### src/rtl/sdm_pkg.sv
package sdm_pkg;
  localparam int SAMPLE_W   = 16;
  localparam int SCALE_SH   = 15;
  localparam int WEIGHT_W   = 31;
  localparam int ACC_W      = 33;
  localparam int MIN_PERIOD = 10;
  localparam int OVERHEAD   = 4;

  function automatic logic [SAMPLE_W-1:0] scale_sat(input logic [ACC_W-1:0] total);
    logic [ACC_W-SCALE_SH-1:0] shifted;
    shifted = total[ACC_W-1:SCALE_SH];
    if (shifted > {{(ACC_W-SCALE_SH-SAMPLE_W){1'b0}}, {SAMPLE_W{1'b1}}})
      return {SAMPLE_W{1'b1}};
    else
      return shifted[SAMPLE_W-1:0];
  endfunction
endpackage

### src/rtl/sdm_weight_div.sv
module sdm_weight_div #(
  parameter int PW = 16,
  parameter int QW = 31
) (
  input  logic          clk,
  input  logic          rst,
  input  logic          start,
  input  logic [PW-1:0] divisor,
  output logic          done,
  output logic [QW-1:0] quotient
);
  localparam int IW = $clog2(QW);

  logic          busy;
  logic [PW-1:0] rem_q;
  logic [PW-1:0] div_q;
  logic [IW-1:0] idx_q;
  logic [PW:0]   trial;
  logic          fits;

  // dividend is all ones, so the next bit brought down is always 1
  assign trial = {rem_q, 1'b1};
  assign fits  = (trial >= {1'b0, div_q});

  always_ff @(posedge clk) begin
    if (rst) begin
      busy     <= 1'b0;
      done     <= 1'b0;
      rem_q    <= '0;
      div_q    <= '0;
      idx_q    <= '0;
      quotient <= '0;
    end else begin
      done <= 1'b0;
      if (start) begin
        busy     <= 1'b1;
        rem_q    <= '0;
        div_q    <= divisor;
        idx_q    <= IW'(QW-1);
        quotient <= '0;
      end else if (busy) begin
        quotient <= {quotient[QW-2:0], fits};
        rem_q    <= fits ? PW'(trial - {1'b0, div_q}) : trial[PW-1:0];
        if (idx_q == '0) begin
          busy <= 1'b0;
          done <= 1'b1;
        end else begin
          idx_q <= idx_q - 1'b1;
        end
      end
    end
  end
endmodule

### src/rtl/sdm_period_timer.sv
module sdm_period_timer #(
  parameter int PW = 16
) (
  input  logic          clk,
  input  logic          rst,
  input  logic          run,
  input  logic [PW-1:0] period,
  output logic          last
);
  logic [PW-1:0] cnt_q;

  assign last = run && (cnt_q == period - 1'b1);

  always_ff @(posedge clk) begin
    if (rst || !run) cnt_q <= '0;
    else if (last)   cnt_q <= '0;
    else             cnt_q <= cnt_q + 1'b1;
  end
endmodule

### src/rtl/sdm_sd_channel.sv
module sdm_sd_channel
  import sdm_pkg::*;
(
  input  logic                clk,
  input  logic                rst,
  input  logic                run,
  input  logic                last,
  input  logic [WEIGHT_W-1:0] weight,
  input  logic                cmp,
  output logic                fb,
  output logic [SAMPLE_W-1:0] result
);
  logic             bit_q;
  logic [ACC_W-1:0] acc_q;
  logic [ACC_W-1:0] sum;

  assign fb  = ~bit_q;
  assign sum = acc_q + (bit_q ? ACC_W'(weight) : '0);

  always_ff @(posedge clk) bit_q <= cmp;

  always_ff @(posedge clk) begin
    if (rst) begin
      acc_q  <= '0;
      result <= '0;
    end else if (!run) begin
      acc_q <= '0;
    end else if (last) begin
      acc_q  <= '0;
      result <= scale_sat(sum);
    end else begin
      acc_q <= sum;
    end
  end
endmodule

### src/rtl/sdm_dual_frontend.sv
module sdm_dual_frontend
  import sdm_pkg::*;
#(
  parameter int NCH = 2,
  parameter int PW  = 16
) (
  input  logic                    clk,
  input  logic                    rst,
  input  logic                    cfg_load,
  input  logic [PW-1:0]           cfg_period,
  input  logic [NCH-1:0]          cmp_in,
  output logic [NCH-1:0]          fb_out,
  output logic                    active,
  output logic                    smp_valid,
  output logic [NCH*SAMPLE_W-1:0] smp_data
);
  logic [PW-1:0]       period_q;
  logic [PW-1:0]       period_eff;
  logic [WEIGHT_W-1:0] weight_div;
  logic [WEIGHT_W-1:0] weight_q;
  logic                div_done;
  logic                last_raw;
  logic                last;

  assign period_eff = (cfg_period < PW'(MIN_PERIOD)) ? PW'(MIN_PERIOD) : cfg_period;

  sdm_weight_div #(.PW(PW), .QW(WEIGHT_W)) u_div (
    .clk      (clk),
    .rst      (rst),
    .start    (cfg_load),
    .divisor  (period_eff - PW'(OVERHEAD)),
    .done     (div_done),
    .quotient (weight_div)
  );

  always_ff @(posedge clk) begin
    if (rst) begin
      period_q <= PW'(MIN_PERIOD);
      weight_q <= '0;
      active   <= 1'b0;
    end else if (cfg_load) begin
      period_q <= period_eff;
      active   <= 1'b0;
    end else if (div_done) begin
      weight_q <= weight_div;
      active   <= 1'b1;
    end
  end

  sdm_period_timer #(.PW(PW)) u_timer (
    .clk    (clk),
    .rst    (rst),
    .run    (active),
    .period (period_q),
    .last   (last_raw)
  );

  assign last = last_raw && !cfg_load;

  always_ff @(posedge clk) begin
    if (rst) smp_valid <= 1'b0;
    else     smp_valid <= last;
  end

  for (genvar c = 0; c < NCH; c++) begin : g_ch
    sdm_sd_channel u_ch (
      .clk    (clk),
      .rst    (rst),
      .run    (active && !cfg_load),
      .last   (last),
      .weight (weight_q),
      .cmp    (cmp_in[c]),
      .fb     (fb_out[c]),
      .result (smp_data[c*SAMPLE_W +: SAMPLE_W])
    );
  end
endmodule

### config.mk
export PLATFORM = sky130hd
export DESIGN_NAME = sdm_dual_frontend
export DESIGN_NICKNAME = d
export VERILOG_FILES = /design/src/rtl/sdm_pkg.sv /design/src/rtl/sdm_weight_div.sv /design/src/rtl/sdm_period_timer.sv /design/src/rtl/sdm_sd_channel.sv /design/src/rtl/sdm_dual_frontend.sv
export SDC_FILE = /design/constraint.sdc
export NUM_CORES = 1
export LEC_CHECK = 0
export CORE_MARGIN = 4
export CORE_UTILIZATION = 50
export CTS_CLUSTER_SIZE = 25
export DETAILED_ROUTE_END_ITERATION = 8
export PLACE_DENSITY = 0.75
export SLEW_MARGIN = 20
export SYNTH_ARGS = -nofsm -noshare
export SYNTH_HDL_FRONTEND = slang
export SYNTH_SLANG_ARGS = --single-unit
### constraint.sdc
create_clock -name clk -period 4.6 [get_ports clk]
set_input_delay 0.69 -clock clk [delete_from_list [all_inputs] [get_ports clk]]
set_output_delay 0.69 -clock clk [all_outputs]
set_load 0.005 [all_outputs]
==> flow_metrics.env, run 1 <==
export IMPL_hold_buffers=0
export IMPL_max_freq_mhz=260.9
export IMPL_rsz0062_at_grt="no"
export IMPL_maxCapViolations=0
export IMPL_start_util=0.5073
export IMPL_placed_area_sq_um=13580
export IMPL_placement_rows=58
export IMPL_nets=1651
export IMPL_max_slew_margin=0.3501
export IMPL_cp_data_required_time_ps=5030
export IMPL_final_cell_area_sq_um=14450
export IMPL_grt_max_degree=67
export IMPL_ff2ff_path_depth=14
export IMPL_finClkSkew_ps=8.531
export IMPL_worstSkewPairLatency_ps=520
export IMPL_end_kind="register"
export IMPL_cts_tree="built"
export IMPL_portBuffers=56
export IMPL_critPathMaxFanout=32
export IMPL_netlist_top_cells_count="dfxtp_1 (234), nor2_1 (195), a21oi_1 (155)"
export IMPL_min_to="u_div.done"
export IMPL_finalCritPeriodShare=0.8332
export IMPL_h_tree_depth=1
export IMPL_cts_buffer_depth=3
export IMPL_min_delay_start="u_div.idx_q[4]"
export IMPL_synth_cells=1517
export IMPL_first_pass_iters=5
export IMPL_antenna_found_initial=0
export IMPL_via_count=10576
export IMPL_ys_ff_latch=234
export IMPL_synth_seq_area_share=0.3667
export IMPL_synthFlopType="dfxtp_1"
export IMPL_status="completed"
export IMPL_drtIter0Drc=587
export IMPL_setup_violations=0
export IMPL_path_class="register to register"
export IMPL_postCtsSetupBuffers=0
export IMPL_drive_gt1_frac=0.06078
export IMPL_cp_start_kind="register"
export IMPL_yosysMostFrequentCell="dfxtp_1"
export IMPL_drt_wl_total_microns=28360
export IMPL_core_area_sq_um=25180
export IMPL_fill_cells=2240
export IMPL_worstReg2RegStart="g_ch[1].u_ch.bit_q"
export IMPL_irDropWorstVdd_v=0.0002234
export IMPL_p_per_area_nw_per_um2=312.6
export IMPL_yosysTopAreaCell="dfxtp_1"
export IMPL_synthesis_nets=1622
export IMPL_hold_violations=0
export IMPL_rr_endpoint="g_ch[1].u_ch.result[8]"
export IMPL_grt_ovfl_total=0
export IMPL_cts_sinks=234
export IMPL_synth_edf_count=0
export IMPL_synth_area_sq_um=12770
export IMPL_path_clk_slew_ps=60
export IMPL_dieWidth_microns=167.8
export IMPL_cts_made_buffers=25
export IMPL_drtAntennaViolNets=0
export IMPL_async_flop_share=0
export IMPL_gp_congestion=0.9318
export IMPL_whs_path_depth=1
export IMPL_viasPerCell=5.587
export IMPL_ys_warn_count=0
export IMPL_tightest_slew_ps=972.5
export IMPL_grt_pass1_wl_microns=47620
export IMPL_fin_util=0.5736
export IMPL_syn_area_per_cell_sq_um=8.421
export IMPL_slew_violations=0
export IMPL_synth_top_area_share=0.3667
export IMPL_ios=57
export IMPL_syn_to_final_growth_pct=13.08
export IMPL_fin_setup_tns_ps=0
export IMPL_fp_dieH_microns=167.8
export IMPL_leakage_nw=5.858
export IMPL_diodes=0
export IMPL_cp_arrival_ps=4260
export IMPL_cts_root_buffer="clkbuf_16"
export IMPL_hp_class="register to register"
export IMPL_place_detailed_hpwl_microns=20340
export IMPL_r2r_setup_slack_ps=770
export IMPL_wl_per_cell_microns=14.98
export IMPL_layout_min_cycle_time_ps=3833
export IMPL_grt_usage=0.1947
export IMPL_grt_pass1_vias=10144
export IMPL_die_area_sq_um=28170
export IMPL_drc=0
export IMPL_synth_cell_types=73
export IMPL_cts_resized=0
export IMPL_synthTopCellsByArea="dfxtp_1 (37%), ha_1 (7.9%), a21oi_1 (6.1%), nor2_1 (5.7%), mux2i_1 (4.5%)"
[placed cells by master, fill, tap and decap left out, types with 8 or more instances in the layout]
master	count
nor3_1	11
dfxtp_1	233
mux2i_1	58
clkdlybuf4s50_1	54
o21ai_0	60
a21oi_2	11
xor2_1	61
and2_1	69
a211oi_1	32
buf_4	14
nand3_1	28
nor3b_1	8
clkbuf_16	25
o211ai_1	8
nor2_1	195
a21oi_1	155
ha_1	81
xnor2_1	55
nand2_1	130
a31oi_1	14
inv_1	49
clkbuf_8	10
and3_1	17
a21o_1	30
nor2b_1	12
nand4_1	14
[area by class of cell]
class | count | area [sq um] | share of cell area
well taps | 330 | 412.9 | 0.02858
inverters | 51 | 191.4 | 0.01325
repair buffers | 70 | 655.6 | 0.04539
flip-flops and latches | 234 | 4686 | 0.3244
clock buffers | 37 | 770.7 | 0.05336
multi-input cells | 1164 | 7640 | 0.5289
clock inverters | 7 | 88.84 | 0.006150
[flip-flops by register name, indices dropped and copies added (netlist names)]
name and cells:
period_q 16, u_div.rem_q 16, g_ch.u_ch.acc_q 66, u_div.quotient 31, u_div.done 1, active 1, u_div.div_q 15, g_ch.u_ch.bit_q 2
u_timer.cnt_q 16, smp_valid 1, weight_q 31, u_div.idx_q 5, u_div.busy 1, g_ch.u_ch.result 32
[metal layers]
metal	part of all wire	GRT usage	vias up
li1	-	-	5354
met1	0.47	0.2581	4945
met2	0.47	0.3391	221
met3	0.039	0.02418	56
met4	0.025	0.04728	0
met5	0	0	-
[through the flow]
| step | worst slack, ps | power, W | std cells | hold WS, ps |
|---|---|---|---|---|
| 2_1_floorplan | 1377 | 0.002393 | 1517 | 423.3 |
| 3_3_place_gp | 958.7 | 0.002478 | 1849 | 438.2 |
| 3_5_place_dp | 811.6 | 0.002487 | 1849 | 443.2 |
| 4_1_cts | 760.1 | 0.004565 | 1893 | 451.6 |
| 5_1_grt | 451.1 | 0.004686 | 1893 | 478.5 |
| 6_report | 767.1 | 0.004515 | 1893 | 453.6 |
[worst max path at each step]
| stage | endpoint | start | cells past startpoint |
|---|---|---|---|
| finish | g_ch[1].u_ch.result[8] | g_ch[1].u_ch.bit_q | 14 |
| global route | g_ch[1].u_ch.result[9] | g_ch[1].u_ch.bit_q | 14 |
| CTS | g_ch[1].u_ch.result[8] | g_ch[1].u_ch.bit_q | 13 |
| detailed placement | g_ch[1].u_ch.result[1] | g_ch[1].u_ch.bit_q | 13 |
| global placement | g_ch[1].u_ch.result[11] | g_ch[1].u_ch.bit_q | 14 |
| floorplan | g_ch[0].u_ch.result[14] | g_ch[0].u_ch.bit_q | 14 |
[worst max-delay path, stage by stage, from the launching register on]
cell	delay (ps)
dfxtp_1	920
and2_1	240
ha_1	210
fa_1	250
a211oi_1	110
o21ai_1	210
nand2_1	120
o41ai_2	360
buf_4	220
o211ai_1	120
a31oi_1	170
xor2_1	290
nor4_4	50
buf_4	230
a211oi_1	240
[cells by family (layout without fill, tap and decap cells)]
logic type / Yosys count / after routing / synth area share
DFF: 234 / 234 / 0.3667
xor gates and xnor gates: 116 / 116 / 0.07953
buffers and inverters: 119 / 165 / 0.03732
adders and majority gates: 84 / 84 / 0.08404
and+or+nand+nor: 532 / 532 / 0.2042
AOI/OAI and AO/OA: 374 / 374 / 0.1828
muxes: 58 / 58 / 0.04545
[power breakdown]
| group | leakage, nW | internal [W] | switching, W |
|---|---|---|---|
| clock | 0.431 | 0.00126 | 0.000805 |
| combinational | 3.53 | 0.000153 | 0.000206 |
| sequential | 1.90 | 0.00206 | 0.0000307 |
(Power assumes the default switching activity.)
==> run 2: changes to the inputs <==
Clock period 4.6 ns to 3.9 ns, I/O delays scaled along.
==> flow_metrics.env, run 2 (synthesis gave the netlist of run 1 again) <==
export IMPL_status="completed"
export IMPL_diodes=0
export IMPL_cts_made_buffers=26
export IMPL_setup_violations=0
export IMPL_timing_final_ws_setup_ps=410.6
export IMPL_rsz0062_at_grt="no"
export IMPL_internal_power_w=0.004178
export IMPL_viasPerCell=5.549
export IMPL_p_seq_frac=0.453
export IMPL_grt_usage=0.1972
export IMPL_grt_max_degree=77
export IMPL_hold_violations=0
export IMPL_placement_rows=58
export IMPL_dp_cells=1855
export IMPL_layout_commonest_cell="dfxtp_1"
export IMPL_layout_common_cells="dfxtp_1 (232), nor2_1 (195), a21oi_1 (155)"
export IMPL_ios=57
export IMPL_reg_top3="g_ch.u_ch.acc_q x66, g_ch.u_ch.result x32"
export IMPL_path_clk_slew_ps=60
export IMPL_cts_sinks=234
export IMPL_cts_buffer_depth=3
export IMPL_cp_cell_sequence="and2_1 > ha_1 > fa_1 > a21oi_1 > o21ai_0 > o21ai_0 > a211o_1 > a2111o_1 > nand3_1 > and4_1 > nor4b_4 > buf_4 > a21oi_1"
export IMPL_first_pass_iters=5
export IMPL_largest_reg_flops=66
export IMPL_grt_ovfl_total=0
export IMPL_p_per_area_nw_per_um2=374.4
export IMPL_fp_dieH_microns=167.8
export IMPL_r2r_setup_slack_ps=410
export IMPL_end_kind="register"
export IMPL_drtIter0Drc=751
export IMPL_cts_root_buffer="clkbuf_16"
export IMPL_swShare=0.2329
export IMPL_postCtsSetupBuffers=0
export IMPL_stdcell_count=1901
export IMPL_leakage_nw=5.902
export IMPL_cp_start_kind="register"
export IMPL_hp_class="register to register"
export IMPL_tightest_slew_ps=804.7
export IMPL_cp_data_required_time_ps=4310
export IMPL_slew_violations=0
export IMPL_cts_resized=0
export IMPL_layout_min_cycle_time_ps=3489
export IMPL_critPathMaxFanout=16
export IMPL_drt_wl_total_microns=28550
export IMPL_largest_register="g_ch.u_ch.acc_q"
export IMPL_finalPower_w=0.005446
export IMPL_die_area_sq_um=28170
export IMPL_max_freq_mhz=286.6
export IMPL_portBuffers=56
export IMPL_drtAntennaViolNets=0
export IMPL_hold_buffers=0
export IMPL_critical_path_top_delay_family="compound AO/OA/AOI/OAI gates"
export IMPL_worstSkewPairLatency_ps=530
export IMPL_nets=1658
export IMPL_wl_per_cell_microns=15.02
export IMPL_core_area_sq_um=25180
export IMPL_dieWidth_microns=167.8
export IMPL_critPathMaxStageDelay_ps=420
export IMPL_drc=0
export IMPL_place_detailed_hpwl_microns=20800
export IMPL_finalCritPeriodShare=0.8947
export IMPL_comb_power_share=0.078
export IMPL_crit_buf_inv=1
export IMPL_cp_arrival_ps=3900
export IMPL_via_count=10549
export IMPL_cpMaxStageDelayCell="dfxtp_1"
export IMPL_maxCapViolations=0
export IMPL_fill_cells=2241
export IMPL_drive_gt1_frac=0.06620
export IMPL_p_switching_w=0.001268
export IMPL_grt_pass1_vias=10042
export IMPL_max_slew_margin=0.4635
export IMPL_p_clk_frac=0.469
export IMPL_start_util=0.5073
export IMPL_irDropWorstVdd_v=0.0003741
export IMPL_finClkSkew_ps=19.42
export IMPL_grt_pass1_wl_microns=48110
export IMPL_post_place_ws_ps=336.8
export IMPL_fin_setup_tns_ps=0
export IMPL_path_class="register to register"
export IMPL_gp_congestion=0.9365
export IMPL_syn_to_final_growth_pct=13.86
export IMPL_cts_tree="built"
export IMPL_h_tree_depth=1
export IMPL_antenna_found_initial=0
run 2: changes by cell type in the layout (fill, tap and decap cells not counted), sizes merged:
| cell | delta |
|---|---|
| buf | +6 |
| clkinv | +2 |
| inv | -1 |
| clkbuf | -2 |
| clkinvlp | +2 |
| bufinv | +1 |
run 2: power by group through the flow:
stage / registers, W / clock network [W] / logic, W
floorplan: 0.00250 / 0 / 0.000322
global placement: 0.00252 / 0 / 0.000413
detailed placement: 0.00252 / 0 / 0.000422
CTS: 0.00247 / 0.00260 / 0.000425
global route: 0.00247 / 0.00272 / 0.000469
finish: 0.00247 / 0.00255 / 0.000424
run 2: cell type report:
cell class | count | area [sq um] | share of cell area
Clock buffer | 35 | 765.7 | 0.05265
Clock inverter | 11 | 135.1 | 0.009290
Inverter | 51 | 191.4 | 0.01316
Multi-Input combinational cell | 1164 | 7640 | 0.5252
Sequential cell | 234 | 4687 | 0.3222
Tap cell | 330 | 412.9 | 0.02839
Timing Repair Buffer | 76 | 713.2 | 0.04903
run 2: per-stage QoR:
| step | utilization | hold WS [ps] | area [sq um] |
|---|---|---|---|
| 2_1_floorplan | - | 423.3 | 12770 |
| 3_3_place_gp | 0.5416 | 437.9 | 13640 |
| 3_5_place_dp | 0.5416 | 439.7 | 13640 |
| 4_1_cts | 0.5774 | 449.6 | 14540 |
| 5_1_grt | 0.5776 | 471.7 | 14550 |
| 6_report | 0.5776 | 445.7 | 14550 |
run 2: worst reg2reg max path: stages (launching register included):
cell and delay, ps:
dfxtp_1 420, and2_1 210, ha_1 200, fa_1 410, a21oi_1 210, o21ai_0 120, o21ai_0 420, a211o_1 260
a2111o_1 170, nand3_1 90, and4_1 240, nor4b_4 210, buf_4 290, a21oi_1 120
run 2: final timing paths:
path / from / end / cells past startpoint
worst max register to register: g_ch[0].u_ch.bit_q / g_ch[0].u_ch.result[3] / 13
worst max-delay path: g_ch[0].u_ch.bit_q / g_ch[0].u_ch.result[3] / 13
worst min register to register: u_div.quotient[14] / weight_q[14] / 2
worst min-delay path: u_div.quotient[14] / weight_q[14] / 2
run 2: metal layers:
| layer | global-route usage | part of all wire | up-vias |
|---|---|---|---|
| li1 | - | - | 5363 |
| met1 | 0.2696 | 0.47 | 4931 |
| met2 | 0.3318 | 0.47 | 206 |
| met3 | 0.02489 | 0.041 | 49 |
| met4 | 0.05081 | 0.024 | 0 |
| met5 | 0 | 0 | - |
==> run 3: changes to the inputs <==
--- a/constraint.sdc
+++ b/constraint.sdc
@@ -3,2 +3,2 @@
 set_output_delay 0.585 -clock clk [all_outputs]
-set_load 0.005 [all_outputs]
+set_load 0.1 [all_outputs]
==> flow_metrics.env, run 3 (synthesis gave the netlist of run 1 again) <==
export IMPL_place_detailed_hpwl_microns=20670
export IMPL_cts_resized=0
export IMPL_gp_congestion=0.9498
export IMPL_p_switching_w=0.001302
export IMPL_viasPerCell=5.552
export IMPL_cp_data_required_time_ps=4290
export IMPL_cp_arrival_ps=3800
export IMPL_layout_min_cycle_time_ps=3411
export IMPL_fill_cells=2245
export IMPL_ios=57
export IMPL_slew_violations=0
export IMPL_internal_power_w=0.004312
export IMPL_final_cell_area_sq_um=14620
export IMPL_critPathMaxFanout=30
export IMPL_first_pass_iters=5
export IMPL_p_per_area_nw_per_um2=384.1
export IMPL_cts_tree="built"
export IMPL_drtIter0Drc=815
export IMPL_leakage_nw=5.928
export IMPL_comb_power_share=0.077
export IMPL_cts_buffer_depth=3
export IMPL_path_clk_slew_ps=60
export IMPL_max_freq_mhz=293.2
export IMPL_layout_common_cells="dfxtp_1 (232), nor2_1 (195), a21oi_1 (155)"
export IMPL_syn_to_final_growth_pct=14.41
export IMPL_drtAntennaViolNets=0
export IMPL_setup_violations=0
export IMPL_via_count=10560
export IMPL_end_kind="register"
export IMPL_grt_pass1_vias=10232
export IMPL_irDropWorstVdd_v=0.0003812
export IMPL_grt_usage=0.1967
export IMPL_rsz0062_at_grt="no"
export IMPL_portBuffers=56
export IMPL_finalCritPeriodShare=0.8745
export IMPL_cts_root_buffer="clkbuf_16"
export IMPL_swShare=0.2319
export IMPL_h_tree_depth=1
export IMPL_core_area_sq_um=25180
export IMPL_hold_violations=0
export IMPL_p_clk_frac=0.484
export IMPL_cp_start_kind="register"
export IMPL_nets=1658
export IMPL_fp_dieH_microns=167.8
export IMPL_grt_max_degree=77
export IMPL_diodes=0
export IMPL_grt_ovfl_total=0
export IMPL_drive_gt1_frac=0.06807
export IMPL_wl_per_cell_microns=14.87
export IMPL_fin_setup_tns_ps=0
export IMPL_tightest_slew_ps=1004
export IMPL_largest_reg_flops=66
export IMPL_reg_top3="g_ch.u_ch.acc_q x66, g_ch.u_ch.result x32"
export IMPL_cts_made_buffers=26
export IMPL_antenna_found_initial=0
export IMPL_drc=0
export IMPL_die_area_sq_um=28170
export IMPL_finClkSkew_ps=18.78
export IMPL_dieWidth_microns=167.8
export IMPL_start_util=0.5073
export IMPL_placement_rows=58
export IMPL_grt_pass1_wl_microns=48160
export IMPL_placed_area_sq_um=13640
export IMPL_postCtsSetupBuffers=0
export IMPL_p_seq_frac=0.439
export IMPL_max_slew_margin=0.3286
export IMPL_largest_register="g_ch.u_ch.acc_q"
export IMPL_hp_class="register to register"
export IMPL_hold_buffers=0
export IMPL_worstSkewPairLatency_ps=540
export IMPL_cts_sinks=234
export IMPL_layout_commonest_cell="dfxtp_1"
export IMPL_drt_wl_total_microns=28280
export IMPL_status="completed"
export IMPL_maxCapViolations=0
export IMPL_path_class="register to register"
## run 3: power groups by stage
| stage | registers, W | logic (W) | clock network [W] |
|---|---|---|---|
| after global routing | 0.00247 | 0.000481 | 0.00288 |
| final | 0.00247 | 0.000433 | 0.00272 |
| after CTS | 0.00246 | 0.000433 | 0.00278 |
| after detailed placement | 0.00252 | 0.000431 | 0 |
| after floorplan | 0.00250 | 0.000330 | 0 |
| after global placement | 0.00252 | 0.000423 | 0 |
## run 3: metal layers
layer	wire, microns	track usage	up-vias
li1	-	-	5373
met1	13340	0.2644	4902
met2	12880	0.3330	231
met3	1256	0.02559	54
met4	801	0.05646	0
met5	0	0	-
## run 3: final timing paths
path | from | endpoint | slack [ps] | cells after the start
hold / removal | u_div.idx_q[4] | u_div.done | 450 | 1
hold reg to reg | u_div.idx_q[4] | u_div.done | 450 | 1
setup / recovery | g_ch[0].u_ch.bit_q | g_ch[0].u_ch.result[1] | 490 | 13
setup reg to reg | g_ch[0].u_ch.bit_q | g_ch[0].u_ch.result[1] | 490 | 13
## run 3: layout make-up
type / count / area [sq um] / area share
flip-flops and latches: 234 / 4687 / 0.3207
inverters: 51 / 191.4 / 0.01310
repair buffers: 76 / 713.2 / 0.04880
multi-input cells: 1164 / 7640 / 0.5227
clock buffers: 30 / 705.7 / 0.04828
clock inverters: 17 / 265.3 / 0.01815
well taps: 330 / 412.9 / 0.02825
## run 3: critical path, cell delays in order, from the launching register on
cell and delay (ps):
dfxtp_1 310, buf_4 200, and2_1 190, ha_1 370, nand2_1 70, o21ai_0 220
o21ai_0 210, a211o_1 360, a2111o_1 450, nand3_1 90, a31oi_1 140, nor4b_4 260
buf_4 290, a21oi_1 110
## run 3: through the flow
step	setup WS (ps)	hold slack, ps	total power, W	util	cells
floorplan	677.3	423.3	0.002831	-	1517
global placement	565.5	438.0	0.002939	0.5416	1855
detailed placement	384.0	444.2	0.002949	0.5416	1855
CTS	342.5	453.0	0.005682	0.5801	1902
global route	160.8	475.2	0.005834	0.5804	1902
finish	489.3	452.0	0.005614	0.5804	1902
